$ cat src/rtl/bitclk_div_pkg.sv
`timescale 1ns/1ps
package bitclk_div_pkg;

    localparam int CODE_W = 4;                  // ratio code width
    localparam int HALF_W = 7;                  // period in half-cycles, up to 64
    localparam int CNT_W  = HALF_W - 1;         // window counter, up to 32 cycles
    localparam int SLOT_W = HALF_W + 1;         // half-cycle slot index in a window
    localparam int SYNC_STAGES = 2;             // external clock synchronizer depth

    typedef logic [CODE_W-1:0] code_t;
    typedef logic [HALF_W-1:0] half_t;
    typedef logic [CNT_W-1:0]  cnt_t;
    typedef logic [SLOT_W-1:0] slot_idx_t;

    // Levels wanted for the two half-cycle slots of one system-clock cycle
    typedef struct packed {
        logic hi_first;   // slot while the system clock is high
        logic hi_second;  // slot while the system clock is low
        logic rise;       // an output rising edge falls in this cycle
    } slot_pair_t;

    typedef enum logic {
        MODE_SLAVE  = 1'b0,
        MODE_MASTER = 1'b1
    } clk_mode_e;

    // Output period, in system-clock half-cycles, for a ratio code
    function automatic half_t code_to_half(input code_t code);
        half_t h;
        case (code)
            4'd0:    h = half_t'(2);
            4'd1:    h = half_t'(3);
            4'd2:    h = half_t'(4);
            4'd3:    h = half_t'(6);
            4'd4:    h = half_t'(8);
            4'd5:    h = half_t'(11);
            4'd6:    h = half_t'(12);
            4'd7:    h = half_t'(16);
            4'd8:    h = half_t'(22);
            4'd9:    h = half_t'(24);
            4'd10:   h = half_t'(32);
            4'd11:   h = half_t'(44);
            4'd12:   h = half_t'(48);
            default: h = half_t'(64);
        endcase
        return h;
    endfunction

    // Window length in system-clock cycles: one period if even, two if odd
    function automatic cnt_t window_cycles(input half_t h);
        half_t w;
        w = h[0] ? h : (h >> 1);
        return cnt_t'(w);
    endfunction

    // Phase of a slot within its output period (slot is below 2*h)
    function automatic half_t slot_phase(input slot_idx_t t, input half_t h);
        slot_idx_t hw;
        slot_idx_t r;
        hw = slot_idx_t'(h);
        r  = (t >= hw) ? (t - hw) : t;
        return half_t'(r);
    endfunction

    function automatic logic slot_is_high(input slot_idx_t t, input half_t h);
        return slot_phase(t, h) < (h >> 1);
    endfunction

    function automatic logic slot_is_start(input slot_idx_t t, input half_t h);
        return slot_phase(t, h) == '0;
    endfunction

endpackage

$ cat src/rtl/bitclk_phase_gen.sv
`timescale 1ns/1ps
module bitclk_phase_gen
    import bitclk_div_pkg::*;
(
    input  logic       clk_i,
    input  logic       rst_n,
    input  code_t      code_i,
    output cnt_t       cnt_o,
    output half_t      half_o,
    output slot_pair_t slots_o
);

    cnt_t      cnt_q;
    half_t     half_q;
    cnt_t      win_len;
    logic      win_last;
    slot_idx_t t_first;
    slot_idx_t t_second;

    assign win_len  = window_cycles(half_q);
    assign win_last = (cnt_q == win_len - cnt_t'(1));

    // The ratio is reloaded only where the window wraps, which is a period start
    always_ff @(posedge clk_i) begin
        if (!rst_n) begin
            cnt_q  <= '0;
            half_q <= code_to_half(code_i);
        end else if (win_last) begin
            cnt_q  <= '0;
            half_q <= code_to_half(code_i);
        end else begin
            cnt_q  <= cnt_q + cnt_t'(1);
        end
    end

    always_comb begin
        t_first  = slot_idx_t'(cnt_q) << 1;
        t_second = t_first | slot_idx_t'(1);
        slots_o.hi_first  = slot_is_high(t_first, half_q);
        slots_o.hi_second = slot_is_high(t_second, half_q);
        slots_o.rise      = slot_is_start(t_first, half_q) |
                            slot_is_start(t_second, half_q);
    end

    assign cnt_o  = cnt_q;
    assign half_o = half_q;

endmodule

$ cat src/rtl/bitclk_edge_out.sv
`timescale 1ns/1ps
module bitclk_edge_out
    import bitclk_div_pkg::*;
(
    input  logic       clk_i,
    input  logic       rst_n,
    input  slot_pair_t slots_i,
    output logic       hi_first_o,
    output logic       hi_second_o,
    output logic       bclk_o,
    output logic       stb_o
);

    logic first_q;   // updated on the falling edge, shown while clk_i is high
    logic second_q;  // updated on the rising edge, shown while clk_i is low
    logic stb_q;

    always_ff @(negedge clk_i) begin
        if (!rst_n) first_q <= 1'b0;
        else        first_q <= slots_i.hi_first;
    end

    always_ff @(posedge clk_i) begin
        if (!rst_n) begin
            second_q <= 1'b0;
            stb_q    <= 1'b0;
        end else begin
            second_q <= slots_i.hi_second;
            stb_q    <= slots_i.rise;
        end
    end

    // Each selected flop is stable whenever the select changes
    assign bclk_o      = clk_i ? first_q : second_q;
    assign stb_o       = stb_q;
    assign hi_first_o  = first_q;
    assign hi_second_o = second_q;

endmodule

$ cat src/rtl/bitclk_ext_sync.sv
`timescale 1ns/1ps
module bitclk_ext_sync
    import bitclk_div_pkg::*;
(
    input  logic clk_i,
    input  logic rst_n,
    input  logic ext_i,
    output logic rise_o
);

    logic [SYNC_STAGES:0] pipe_q;

    always_ff @(posedge clk_i) begin
        if (!rst_n) pipe_q <= '0;
        else        pipe_q <= {pipe_q[SYNC_STAGES-1:0], ext_i};
    end

    assign rise_o = pipe_q[SYNC_STAGES-1] & ~pipe_q[SYNC_STAGES];

endmodule

$ cat src/rtl/bitclk_div.sv
`timescale 1ns/1ps
module bitclk_div
    import bitclk_div_pkg::*;
(
    input  logic       clk_i,
    input  logic       rst_n,
    input  logic [3:0] div_code_i,
    input  logic       master_i,
    input  logic       bclk_ext_i,
    output logic       bclk_o,
    output logic       bit_stb_o
);

    cnt_t       win_cnt;
    half_t      half_len;
    slot_pair_t slots;
    logic       gen_bclk;
    logic       gen_stb;
    logic       lvl_first;
    logic       lvl_second;
    logic       ext_rise;
    clk_mode_e  mode;

    assign mode = master_i ? MODE_MASTER : MODE_SLAVE;

    bitclk_phase_gen u_phase (
        .clk_i   (clk_i),
        .rst_n   (rst_n),
        .code_i  (code_t'(div_code_i)),
        .cnt_o   (win_cnt),
        .half_o  (half_len),
        .slots_o (slots)
    );

    bitclk_edge_out u_edge (
        .clk_i       (clk_i),
        .rst_n       (rst_n),
        .slots_i     (slots),
        .hi_first_o  (lvl_first),
        .hi_second_o (lvl_second),
        .bclk_o      (gen_bclk),
        .stb_o       (gen_stb)
    );

    bitclk_ext_sync u_sync (
        .clk_i  (clk_i),
        .rst_n  (rst_n),
        .ext_i  (bclk_ext_i),
        .rise_o (ext_rise)
    );

    assign bclk_o    = rst_n & ((mode == MODE_MASTER) ? gen_bclk : bclk_ext_i);
    assign bit_stb_o = (mode == MODE_MASTER) ? gen_stb : ext_rise;

endmodule

$ cat config.mk
export PLATFORM = sky130hd
export DESIGN_NAME = bitclk_div
export DESIGN_NICKNAME = d
export VERILOG_FILES = /design/src/rtl/bitclk_div_pkg.sv /design/src/rtl/bitclk_phase_gen.sv /design/src/rtl/bitclk_edge_out.sv /design/src/rtl/bitclk_ext_sync.sv /design/src/rtl/bitclk_div.sv
export SDC_FILE = /design/constraint.sdc
export NUM_CORES = 1
export LEC_CHECK = 0
export BUFFER_PORTS_ARGS = -buffer_cell sky130_fd_sc_hd__buf_4
export CAP_MARGIN = 0
export CORE_MARGIN = 4
export CORE_UTILIZATION = 58
export DETAILED_ROUTE_END_ITERATION = 10
export PLACE_DENSITY_LB_ADDON = 0.05
export SYNTH_ARGS = -nofsm -noshare
export SYNTH_HDL_FRONTEND = slang
export SYNTH_SLANG_ARGS = --single-unit
$ cat constraint.sdc
create_clock -name clk_i -period 5.49 [get_ports clk_i]
set_clock_uncertainty 0.15 [all_clocks]
set_input_delay 1.098 -clock clk_i [delete_from_list [all_inputs] [get_ports clk_i]]
set_output_delay 1.098 -clock clk_i [all_outputs]
set_load 0.05 [all_outputs]
==> metrics.md <==
| Metric | Value |
|---|---|
| Outcome | `finished, violations left` |
| Violations in the final reports | `negative setup slack` |
| Worst slew pin tran | `0.716 ns` |
| TritonCTS clock tree | `done` |
| WP data arrival | `2.99 ns` |
| Largest net degree at the start of global routing | `11` |
| Ports | `10` |
| Reg-to-reg slack, setup | `-0.003 ns` |
| Global route hottest layer | `met2` |
| Core area | `0.00315 mm^2` |
| Met1 Usage GRT | `31.2%` |
| Critical path's slowest cell | `edfxtp_1` |
| Synth top area share | `17.1%` |
| Clock latency on the worst-skew pair | `0.40 ns` |
| NumNets Final | `313` |
| Sequential share of the synthesized area | `22.8%` |
| Final Util | `77.5%` |
| R2R cell count | `15` |
| Fillcell total | `242` |
| First-pass GRT wire length | `8.60 mm` |
| HP Class | `register to register` |
| Crit end category | `register` |
| Biggest area consumer among synthesized cells | `ha_1` |
| Share of cells above drive strength 1 | `27.6%` |
| Tot GR Track Use | `26.0%` |
| Setup-failing EPs final | `1` |
| Row count | `20` |
| Vias | `1841` |
| Die X | `66.3 um` |
| Routability cong. | `0.932` |
| CP max FO | `4` |
| Synth Warn # | `0` |
| Worst Setup Start Kind | `register` |
| Die Y | `66.3 um` |
| Syn Nets | `267` |
| PwrDens | `246 mW/mm^2` |
| Remaining global-route overflow | `0` |
| Met3 usage | `4.93%` |
| Synth unique cells | `49` |
| CTS clock-pin slew for the worst setup and hold paths | `0.10 ns` |
| Maximum vdd drop | `0.000132 V` |
| Max Cap Viol | `0` |
| Die area | `0.00440 mm^2` |
| Via density per instance | `5.77` |
| Post-Synthesis Cells | `230` |
| FF-to-FF Start | `u_phase.half_o[1]$_DFFE_PP_` |
| I/O Buffers | `9` |
| WL per Instance | `16.1 um` |
| CP cell instances | `inv_2 > ha_4 > ha_4 > nor2_2 > a311oi_2 > nor2_2 > buf_4 > nand2_2 > o21ai_2 > ha_1 > a21o_1 > a21o_1 > a21oi_2 > o211ai_1 > a21oi_1` |
| Static leakage | `1.19 nW` |
| Synthesized area | `0.00197 mm^2` |
| WP data required | `2.99 ns` |
| DRC viols | `0` |
| Setup ws final | `-0.00256 ns` |
| Max-Slew Margin vs Limit | `52.1%` |
| HP Start | `u_sync.pipe_q[0]$_SDFF_PN0_` |
| Final Hold Vio Count | `0` |
| M2 GR Usage | `44.1%` |
| CP max stage delay | `0.38 ns` |
| FFs w/ async S/R, synth | `0%` |
| Starting density of the core | `62.6%` |
| Primary FF master, synth | `dfxtp_1` |
| Top post-synthesis cells by area | `ha_1, dfxtp_1, edfxtp_1, xnor2_1, inv_1` |
| Number of routed nets with antenna violations | `0` |
| Worst hold path depth | `1` |
| Vias in the first global route | `1890` |
| Hpwl dp | `4.06 mm` |
| P&R area growth vs syn | `23.9%` |
| Number of antenna violations at the first check in global routing | `0` |
| Setup Crit Path Kind | `register to register` |
| Final setup TNS | `-0.00256 ns` |
| CTS Hold Bufs | `0` |
| Hold path endpoint | `u_sync.pipe_q[1]$_SDFF_PN0_` |
| # diodes | `0` |
| Post-Route WL | `5.15 mm` |
| Number of synthesized flops with an enable pin | `7` |
| Fin. max-slew vios | `0` |
| RSZ-0062 raised after global routing | `true` |
| Starting DRC count in detailed routing | `125` |
| Post-Syn Area per Cell | `8.58 um^2` |
| Synth Register Bits | `19` |
| Drt pass-1 iters | `7` |
| Reg2reg end | `u_edge.hi_first_o$_SDFF_NN0_` |
==> layout by cell type (no fill, tap or decap), drive strengths merged, types with 8 or more instances in the layout <==
master / netlist / routed
nand2: 16 / 16
nor2: 11 / 11
a21o: 8 / 8
a21oi: 12 / 12
dfxtp: 12 / 12
xnor2: 14 / 14
inv: 18 / 18
o21ai: 12 / 12
ha: 27 / 27
buf: 4 / 49
==> report_power, final <==
group	switching (W)	leakage [nW]	internal (W)
registers	0.00000629	0.170	0.000161
logic	0.000165	0.972	0.000146
clock network	0.0000614	0.0473	0.0000611
==> metal layers <==
metal | up-vias | wire length [um]
met5 | - | 0
met4 | 0 | 131
met3 | 14 | 413
met2 | 75 | 2490
met1 | 847 | 2110
li1 | 905 | -
==> kinds of logic (layout without fill, tap and decap cells) <==
group | after synthesis | count (layout) | share of synthesized area, %
muxes | 10 | 10 | 5.39
xor gates and xnor gates | 21 | 21 | 9.32
buffers and inverters | 30 | 75 | 6.97
AOI/OAI and AO/OA | 55 | 55 | 18.1
DFF | 19 | 19 | 22.8
and+or+nand+nor | 66 | 66 | 18.2
adders and majority gates | 29 | 29 | 19.2
==> metrics by stage <==
step / hold slack (ns) / instance area (um^2) / std cells / worst slack (ns) / total power, W
after floorplan: 0.262 / 2010 / 230 / -0.0569 / 0.000382
after global placement: 0.270 / 2300 / 305 / 0.00679 / 0.000459
after detailed placement: 0.273 / 2300 / 305 / -0.108 / 0.000472
after CTS: 0.303 / 2390 / 316 / 0.0103 / 0.000586
after global routing: 0.335 / 2440 / 319 / -0.131 / 0.000648
final: 0.304 / 2440 / 319 / -0.00256 / 0.000601
==> Yosys cell counts, types with 7 or more instances <==
cell type / n
a21o_1: 8
a21oi_1: 12
and3_1: 7
dfxtp_1: 12
edfxtp_1: 7
ha_1: 27
inv_1: 18
nand2_1: 16
nor2_1: 11
o21ai_0: 11
xnor2_1: 14
xor2_1: 7
==> worst max-delay path, delay by kind of cell, from the launching register on <==
| kind | cells | cell delay (ns) |
|---|---|---|
| DFF | 1 | 0.38 |
| buffers and inverters | 2 | 0.22 |
| and+or+nand+nor | 3 | 0.22 |
| AOI/OAI and AO/OA | 7 | 1.04 |
| adders and majority gates | 3 | 0.72 |
==> what timing repair did <==
item / 4_1_cts / 5_1_grt
endpoints found under the setup margin: 1 / 1
resized for setup: 1 / 10
buffers inserted: 4 / 3
endpoints found under the hold margin: 0 / 0
pin swaps: 2 / 9
==> flip-flops by register name (all words and copies together), names as in the netlist <==
name,cells
u_phase.half_o,7
u_phase.cnt_o,6
u_sync.pipe_q,3
u_edge.stb_o,1
u_edge.hi_second_o,1
u_edge.hi_first_o,1
==> worst max path at each step <==
stage | start | to | slack, ns | cells past startpoint
after CTS | u_phase.half_o[3]$_DFFE_PP_ | u_edge.hi_first_o$_SDFF_NN0_ | 0.01 | 12
after detailed placement | u_phase.half_o[1]$_DFFE_PP_ | u_edge.hi_first_o$_SDFF_NN0_ | -0.11 | 13
after global routing | u_phase.half_o[1]$_DFFE_PP_ | u_edge.hi_first_o$_SDFF_NN0_ | -0.13 | 15
final | u_phase.half_o[1]$_DFFE_PP_ | u_edge.hi_first_o$_SDFF_NN0_ | -0.003 | 15
after floorplan | u_phase.half_o[1]$_DFFE_PP_ | u_edge.hi_first_o$_SDFF_NN0_ | -0.06 | 14
after global placement | u_phase.half_o[1]$_DFFE_PP_ | u_edge.hi_first_o$_SDFF_NN0_ | 0.007 | 13
==> area by class of cell <==
class | count | area (um^2) | area share, %
Clock buffer | 8 | 56.3 | 2.30
Clock inverter | 1 | 3.75 | 0.154
Inverter | 18 | 67.6 | 2.76
Multi-Input combinational cell | 181 | 1450 | 59.2
Sequential cell | 19 | 450 | 18.4
Tap cell | 44 | 55.1 | 2.25
Timing Repair Buffer | 48 | 364 | 14.9
Note: power is estimated with default switching activity, not from simulation.
